$ cat src/rtl/chop_pkg.sv
package chop_pkg;

  typedef enum logic [1:0] {
    ST_IDLE  = 2'd0,
    ST_BLANK = 2'd1,
    ST_ON    = 2'd2,
    ST_OFF   = 2'd3
  } chop_state_e;

  // off-time: 20 us + 10 us per code step
  function automatic int unsigned toff_cycles(int unsigned code, int unsigned tick_ns,
                                              int unsigned cpt);
    return ((20000 + 10000 * code) / tick_ns) * cpt;
  endfunction

  function automatic int unsigned blank_cycles(int unsigned sel, int unsigned tick_ns,
                                               int unsigned cpt);
    return (((sel != 0) ? 3400 : 2400) / tick_ns) * cpt;
  endfunction

endpackage

$ cat src/rtl/chop_dur_sel.sv
module chop_dur_sel import chop_pkg::*; #(
  parameter int unsigned TICK_NS      = 100,
  parameter int unsigned CYC_PER_TICK = 5,
  parameter int unsigned CNT_W        = 12
) (
  input  logic [1:0]       toff_sel_i,
  input  logic             tblank_sel_i,
  input  logic             load_off_i,
  output logic [CNT_W-1:0] load_val_o
);

  logic [CNT_W-1:0] toff_tab [4];
  logic [CNT_W-1:0] blank_tab [2];

  // terminal values are length-1 so a load plus N-1 decrements spans N cycles
  for (genvar g = 0; g < 4; g++) begin : g_toff
    assign toff_tab[g] = CNT_W'(toff_cycles(g, TICK_NS, CYC_PER_TICK) - 1);
  end
  for (genvar g = 0; g < 2; g++) begin : g_blank
    assign blank_tab[g] = CNT_W'(blank_cycles(g, TICK_NS, CYC_PER_TICK) - 1);
  end

  assign load_val_o = load_off_i ? toff_tab[toff_sel_i] : blank_tab[tblank_sel_i];

endmodule

$ cat src/rtl/chop_timer.sv
module chop_timer #(
  parameter int unsigned CNT_W = 12
) (
  input  logic             clk_i,
  input  logic             rst_ni,
  input  logic             load_i,
  input  logic [CNT_W-1:0] load_val_i,
  output logic             done_o
);

  logic [CNT_W-1:0] cnt_q;

  always_ff @(posedge clk_i or negedge rst_ni) begin
    if (!rst_ni)              cnt_q <= '0;
    else if (load_i)          cnt_q <= load_val_i;
    else if (cnt_q != '0)     cnt_q <= cnt_q - CNT_W'(1);
  end

  assign done_o = (cnt_q == '0);

endmodule

$ cat src/rtl/chop_fsm.sv
module chop_fsm import chop_pkg::*; (
  input  logic        clk_i,
  input  logic        rst_ni,
  input  logic        drive_req_i,
  input  logic        trip_i,
  input  logic        ls_recirc_i,
  input  logic        done_i,
  output chop_state_e state_o,
  output logic        load_o,
  output logic        load_off_o
);

  chop_state_e state_q, state_d;

  // re-enable path: blank first when recirculating low side
  function automatic chop_state_e enable_state(logic ls);
    return ls ? ST_BLANK : ST_ON;
  endfunction

  always_comb begin
    state_d    = state_q;
    load_o     = 1'b0;
    load_off_o = 1'b0;
    unique case (state_q)
      ST_IDLE: if (drive_req_i) begin
        state_d = enable_state(ls_recirc_i);
        load_o  = ls_recirc_i;
      end
      ST_BLANK: begin
        if (!drive_req_i)  state_d = ST_IDLE;
        else if (done_i)   state_d = ST_ON;
      end
      ST_ON: begin
        if (!drive_req_i) state_d = ST_IDLE;   // withdrawal beats trip
        else if (trip_i) begin
          state_d    = ST_OFF;
          load_o     = 1'b1;
          load_off_o = 1'b1;
        end
      end
      ST_OFF: if (done_i) begin
        if (drive_req_i) begin
          state_d = enable_state(ls_recirc_i);
          load_o  = ls_recirc_i;
        end else begin
          state_d = ST_IDLE;
        end
      end
      default: state_d = ST_IDLE;
    endcase
  end

  always_ff @(posedge clk_i or negedge rst_ni) begin
    if (!rst_ni) state_q <= ST_IDLE;
    else         state_q <= state_d;
  end

  assign state_o = state_q;

endmodule

$ cat src/rtl/off_time_chopper.sv
module off_time_chopper import chop_pkg::*; #(
  parameter int unsigned TICK_NS      = 100,
  parameter int unsigned CYC_PER_TICK = 5
) (
  input  logic       clk_i,
  input  logic       rst_ni,
  input  logic       drive_req_i,
  input  logic       trip_i,
  input  logic       ls_recirc_i,
  input  logic [1:0] toff_sel_i,
  input  logic       tblank_sel_i,
  output logic       gate_en_o,
  output logic       chop_active_o
);

  localparam int unsigned MAX_CYC = toff_cycles(3, TICK_NS, CYC_PER_TICK);
  localparam int unsigned CNT_W   = $clog2(MAX_CYC + 1);

  chop_state_e      state_q;
  logic             load, load_off, done;
  logic [CNT_W-1:0] load_val;

  chop_dur_sel #(
    .TICK_NS     (TICK_NS),
    .CYC_PER_TICK(CYC_PER_TICK),
    .CNT_W       (CNT_W)
  ) u_dur (
    .toff_sel_i  (toff_sel_i),
    .tblank_sel_i(tblank_sel_i),
    .load_off_i  (load_off),
    .load_val_o  (load_val)
  );

  chop_fsm u_fsm (
    .clk_i      (clk_i),
    .rst_ni     (rst_ni),
    .drive_req_i(drive_req_i),
    .trip_i     (trip_i),
    .ls_recirc_i(ls_recirc_i),
    .done_i     (done),
    .state_o    (state_q),
    .load_o     (load),
    .load_off_o (load_off)
  );

  chop_timer #(.CNT_W(CNT_W)) u_tmr (
    .clk_i     (clk_i),
    .rst_ni    (rst_ni),
    .load_i    (load),
    .load_val_i(load_val),
    .done_o    (done)
  );

  assign gate_en_o     = (state_q == ST_BLANK) || (state_q == ST_ON);
  assign chop_active_o = (state_q == ST_OFF);

endmodule

$ cat config.mk
export PLATFORM = sky130hd
export DESIGN_NAME = off_time_chopper
export DESIGN_NICKNAME = d
export VERILOG_FILES = /design/src/rtl/chop_pkg.sv /design/src/rtl/chop_dur_sel.sv /design/src/rtl/chop_timer.sv /design/src/rtl/chop_fsm.sv /design/src/rtl/off_time_chopper.sv
export SDC_FILE = /design/constraint.sdc
export NUM_CORES = 1
export LEC_CHECK = 0
export BUFFER_PORTS_ARGS = -buffer_cell sky130_fd_sc_hd__buf_2
export CAP_MARGIN = 0
export CELL_PAD_IN_SITES_DETAIL_PLACEMENT = 0
export CELL_PAD_IN_SITES_GLOBAL_PLACEMENT = 2
export CORE_UTILIZATION = 35
export CTS_BUF_LIST = sky130_fd_sc_hd__clkbuf_8
export CTS_CLUSTER_SIZE = 12
export DETAILED_ROUTE_END_ITERATION = 10
export PLACE_DENSITY_LB_ADDON = 0.25
export SKIP_LAST_GASP = 1
export SYNTH_ARGS = -nofsm -noshare
export SYNTH_HDL_FRONTEND = slang
export SYNTH_SLANG_ARGS = --single-unit
$ cat constraint.sdc
create_clock -name clk_i -period 1.68 [get_ports clk_i]
set_input_delay 0.252 -clock clk_i [delete_from_list [all_inputs] [get_ports clk_i]]
set_output_delay 0.252 -clock clk_i [all_outputs]
set_load 0.01 [all_outputs]
# --- Word level (Yosys, flattened, before mapping) ---
# Index checks and enable logic that the tools add are counted.
classes:
  reduce_logical: 6
  n_addsub: 1
  magnitude_cmp: 2
  bitwise_logic: 2
  n_eq_ne: 7
  n_mux: 24
ops:
  columns: ["op", "n"]
  rows:
  - ["12-bit two-way mux", 7]
  - ["12-bit binary-select mux with 2-bit select", 1]
  - ["2-bit two-way mux", 8]
  - ["12-bit zero test", 1]
  - ["12-bit nonzero test", 1]
  - ["12-bit by 1-bit subtractor with 12-bit output (second input constant)", 1]
  - ["8-bit two-way mux", 1]
  - ["2-bit case mux with 4 select lines", 1]
  - ["3-bit inequality test (second input constant)", 2]
  - ["1-bit two-way mux", 5]
  - ["2-bit equality test (second input constant)", 2]
  - ["4-bit AND reduction", 1]
  - ["3-bit >= comparator (second input constant)", 1]
  - ["2-bit inverter with 3-bit output", 1]
  - ["1-bit case mux with 3 select lines", 1]
  - ["2-bit by 1-bit equality test with 1-bit output (second input constant)", 1]
  - ["2-bit >= comparator (second input constant)", 1]
  - ["2-bit zero test", 1]
  - ["2-bit by 1-bit inequality test with 1-bit output (second input constant)", 1]
  - ["2-bit inequality test (second input constant)", 1]
  - ["1-bit inverter with 2-bit output", 1]
  - ["2-bit nonzero test", 1]
  - ["1-bit logical OR", 1]
word_totals:
  reg_bits: 14
  output_inout_bits: 2
  wordCells: 44
  input_bits: 8

# --- Longest topological paths before layout ---
depth:
  word_depth: 6
  mapped_depth: 7
  mapped_depth_nobuf: 6

# --- Modules after synthesis ---
# A second synthesis with hierarchy kept.
unflattened:
  cells_unflattened: 112
  hier_area_um2: 1042.2
modules_own_cells:
  columns: ["module", "n_inst", "seq_area_each_um2", "area_per_inst_um2", "cells_per_inst"]
  rows:
  - ["chop_timer", 1, 300.3, 730.7, 72]
  - ["chop_fsm", 1, 50.0, 150.1, 18]
  - ["chop_dur_sel", 1, 0.0, 148.9, 21]
  - ["off_time_chopper", 1, 0.0, 12.5, 1]

# --- Worst setup path before layout ---
# No wires, ideal clock.
synth_timing:
  kind: "register to register"
  start: "register u_fsm.state_q[1], in the netlist u_fsm.state_o[1]"
  end: "register u_tmr.cnt_q[7]"
  t_arrival_ns: 1.548
  path_stages_with_launch: 8
  slack_ns: 0.012
  t_required_ns: 1.560
  n_path_buf: 1
  cell_sequence: "dfrtp_1 inv_1 ha_1 and4b_1 nand4_2 and2_4 buf_6 a31o_1"
synth_via:
  elab_chain_cells: 4
  elab_cells_between_ends: 8
  cone_classes: "eq/ne (2); mux (4); reduce/logical (2)"
synth_lines:
  columns: ["element", "line", "text"]
  rows:
  - ["start, declared", "chop_fsm.sv:13", "chop_state_e state_q, state_d;"]
  - ["start signal, assigned", "chop_fsm.sv:55", "else state_q <= state_d;"]
  - ["2-bit equality test", "chop_fsm.sv:24", "unique case (state_q)"]
  - ["1-bit two-way mux", "chop_fsm.sv:24", null]
  - ["12-bit two-way mux", "chop_dur_sel.sv:23", "assign load_val_o = load_off_i ? toff_tab[toff_sel_i] : blank_tab[tblank_sel_i];"]
  - ["12-bit two-way mux", "chop_timer.sv:15", "else if (load_i) cnt_q <= load_val_i;"]
  - ["end signal, assigned", "chop_timer.sv:15", null]
  - ["end signal, assigned", "chop_timer.sv:16", "else if (cnt_q != '0) cnt_q <= cnt_q - CNT_W'(1);"]
  - ["end, declared", "chop_timer.sv:11", "logic [CNT_W-1:0] cnt_q;"]
# Parallel ways exist; a longest one is shown, timed or not.
# A chain may end at the register's enable or synchronous reset.

# --- Final worst setup path ---
layout_timing:
  start: "register u_tmr.cnt_q[1]"
  end: "register u_tmr.cnt_q[9]"
layout_via:
  elab_chain_cells: 4
  elab_cells_between_ends: 8
  cone_classes: "add/sub (1); mux (4); reduce/logical (3)"
layout_lines:
  columns: ["element"]
  rows:
  - ["parallel branches: the longest is 4 deep, another holds 12-bit by 1-bit subtractor with 12-bit output"]
# Several ways; the timed one is not identified. The select of a mux whose other input is x is not followed.

==> qor.csv <==
stage,metric,value,unit
outcome,outcome,"finished, violations left",
outcome,violations,negative setup slack,
route,wl_per_cell,15.3,µm
yosys,synth_area_leaders,"dfrtp_1 30%, ha_1 13%, mux2i_1 5.2%",
yosys,yosysWarnings,0,
worst_setup_path,rr_startpoint,u_tmr.cnt_q[1],
floorplanning,dieWidth,59.3,µm
clock_tree,cts_tree,done,
route,routed_wirelength,3100,µm
power_and_ir_drop,p_seq_frac,0.263,
cells_and_area,layout-area-overhead-vs-synth,42.9,%
floorplanning,start_util,0.374,
timing,finalWorstSetupSlack,-0.0438,ns
timing,fin_crit_sh,1.03,
timing,clock_skew,0.00101,ns
cells_and_area,drive_gt1_frac,0.465,
yosys,async_flop_share,1.00,
global_route,antenna_found_initial,0,
global_route,grt_max_degree,15,
floorplanning,core,0.00308,mm²
yosys,syn_avg_cell_area,9.50,µm²
global_route,grt_usage,0.190,
cells_and_area,final_core_util,0.534,
timing,slew_viol_final,0,
power_and_ir_drop,clkPwrFrac,0.126,
worst_setup_path,cp-end-kind,register,
global_route,grt_pass1_wl,4930,µm
timing,tightest_slew,0.346,ns
route,routed_via_density,5.20,
yosys,synthesis.area,0.00115,mm²
yosys,ys_types,45,
place,place_area,0.00140,mm²
flow_run,maxCapViolations,0,
global_route,grt_overflow,0,
power_and_ir_drop,p_int,1.57,mW
clock_tree,clkLatencyLatePin,0.24,ns
timing,max_slew_margin,0.767,
clock_tree,h-tree-depth,1,
clock_tree,numCtsBuffers,3,
floorplanning,ios,10,
timing,max_freq,0.580,GHz
clock_tree,clkTransAtPathRegs,0.06,ns
route,first_pass_iters,4,
route,dr.first_iter.drc_count,27,
power_and_ir_drop,peakVddDrop,0.770,mV
clock_tree,cts_root_buffer,clkbuf_8,
worst_setup_path,worstRegToRegCells,6,
floorplanning,die_y,59.3,µm
cells_and_area,nets,180,
clock_tree,clockBufferDepth,2,
power_and_ir_drop,p_sw,1.07,mW
worst_setup_path,slowest_delay,0.52,ns
worst_setup_path,cp_slowest_cell,or4_4,
cells_and_area,filler_cell_count,303,
worst_setup_path,startpoint_type,register,
global_route,grt_pass1_vias,1077,
yosys,synth_edf_count,0,
cells_and_area,seq_area,354,µm²
timing,finalHoldViolations,0,
yosys,synth-seq-area-share,0.305,
timing,rsz0062_at_grt,yes,
clock_tree,clock_sinks,14,
floorplanning,die-area,0.00352,mm²
cells_and_area,antenna_cells,0,
worst_setup_path,critPathArrivalTime,1.84,ns
floorplanning,rows,20,
power_and_ir_drop,p_comb_frac,0.611,
hold_path,hp-class,in2reg,
route,num_vias,1055,
worst_setup_path,r2r_end,u_tmr.cnt_q[9],
worst_setup_path,path_depth,6,
power_and_ir_drop,swShare,0.405,
worst_setup_path,crit_buf_inv,2,
yosys,synth_top_flop_cell,dfrtp_1,
cells_and_area,multi_input_area,863,µm²
yosys,netlist_instances,121,
worst_setup_path,cp.required,1.80,ns
yosys,synth_top_area_frac,0.305,
worst_setup_path,crit_type,reg2reg,
yosys,syn_nets,141,
place,gp_congestion,0.802,
worst_setup_path,crit_path_end,u_tmr.cnt_q[9],
worst_setup_path,path_max_fanout,3,
route,drcViolationCount,0,
cells_and_area,fin_area,0.00164,mm²
yosys,synth_area_leader_cell,dfrtp_1,
yosys,ys_seq_elements,14,
power_and_ir_drop,p_per_area,1610,mW/mm²
worst_setup_path,ff2ff_setup_slack,-0.04,ns
route,ant_nets,0,
worst_setup_path,startpoint,u_tmr.cnt_q[1],
power_and_ir_drop,leakage,0.769,nW
place,hpwl,2170,µm
worst_setup_path,crit_family,simple AND/OR/NAND/NOR gates,
worst_setup_path,cp_cell_sequence,"buf_6, or4_4, buf_12, nor3_2, xnor2_1, o32ai_2",
place,io_buffers,9,
timing,period_minus_slack,1.72,ns
timing,setup_violations,3,
## sequential cells by signal (all words and copies together), names as in the netlist
name,count
u_tmr.cnt_q,12
u_fsm.state_o,2
## stage by stage
| stage | setup TNS (ns) | total power [mW] | cells | hold WS, ns | worst slack [ns] |
|---|---|---|---|---|---|
| floorplan | 0 | 1.46 | 121 | -0.0436 | 0.0120 |
| global placement | -0.0466 | 1.95 | 192 | 0.180 | -0.0254 |
| detailed placement | -0.111 | 1.96 | 192 | 0.178 | -0.0545 |
| CTS | -0.0100 | 2.40 | 199 | 0.422 | -0.00766 |
| global route | -0.536 | 2.84 | 203 | 0.459 | -0.106 |
| finish | -0.0705 | 2.64 | 203 | 0.410 | -0.0438 |
## what timing repair did
action                                 CTS  global route
endpoints found under the hold margin   14             0
hold buffers                             1             0
resized for setup                        7            23
pin swaps                                3             9
setup endpoints to repair                8            14
cloned                                   1             0
buffers inserted                         1             4
## cell usage after synthesis, types with 2 or more instances
cell type	count
dfrtp_1	14
ha_1	12
inv_1	9
a21oi_1	8
mux2i_1	6
nand2_1	6
nor2_1	5
nor3_1	5
nand3_1	4
a21o_1	3
a22o_1	3
clkbuf_1	3
nor3b_1	3
o21ai_0	3
xnor2_1	3
xor2_1	3
a31o_1	2
a31oi_1	2
## cells by family after synthesis
logic type	synth area share
flip-flops	0.305
XOR/XNOR	0.0457
AO/OA/AOI/OAI	0.176
adder cells (fa/ha/maj)	0.131
AND/OR/NAND/NOR	0.227
buffers and inverters	0.0533
multiplexers	0.0620
## cell type report
type                       count  share of cell area
clock buffer                   4              0.0335
inverter                       9              0.0206
multi-input combinational     94               0.526
sequential                    14               0.216
tap                           44              0.0335
timing repair buffer          38               0.171
## routing by layer
metal | vias to the layer above | GRT usage | routed length, µm
li1 | 517 | - | -
met1 | 517 | 0.249 | 1430
met2 | 19 | 0.308 | 1570
met3 | 2 | 0.0284 | 83
met4 | 0 | 0.0816 | 17
met5 | - | 0 | 0
## worst min-delay path by stage
stage / startpoint / endpoint / slack, ns / depth (start not counted)
5_1_grt: ls_recirc_i / u_fsm.state_o[0] / 0.46 / 3
2_1_floorplan: rst_ni / u_fsm.state_o[0] / -0.04 / 0
4_1_cts: ls_recirc_i / u_fsm.state_o[0] / 0.42 / 3
6_report: ls_recirc_i / u_fsm.state_o[0] / 0.41 / 3
3_3_place_gp: rst_ni / u_tmr.cnt_q[3] / 0.18 / 1
3_5_place_dp: rst_ni / u_tmr.cnt_q[0] / 0.18 / 1
## layout by cell type (no fill, tap or decap), types with 3 or more instances in the layout
cell      count
nand3_1       3
a21oi_1       7
clkbuf_8      4
ha_2          3
mux2i_1       6
buf_2         9
a21o_1        3
dfrtp_2       3
dfrtp_1      11
nor3_2        4
nand2_1       6
buf_4        26
ha_1          7
a22o_1        3
inv_2         4
o21ai_0       3
nor2_1        5
inv_1         5
## power by group through the flow
stage	Combinational, mW	Clock (mW)	Sequential, mW
after detailed placement	1.30	0	0.659
after floorplan	0.809	0	0.651
after global routing	1.77	0.350	0.716
after CTS	1.39	0.338	0.671
final	1.62	0.333	0.694
after global placement	1.30	0	0.654
## tightest hold or removal path, stage by stage
cell	delay [ns]
buf_2	0.12
a22oi_1	0.09
mux2i_1	0.14
(Power assumes the default switching activity.)
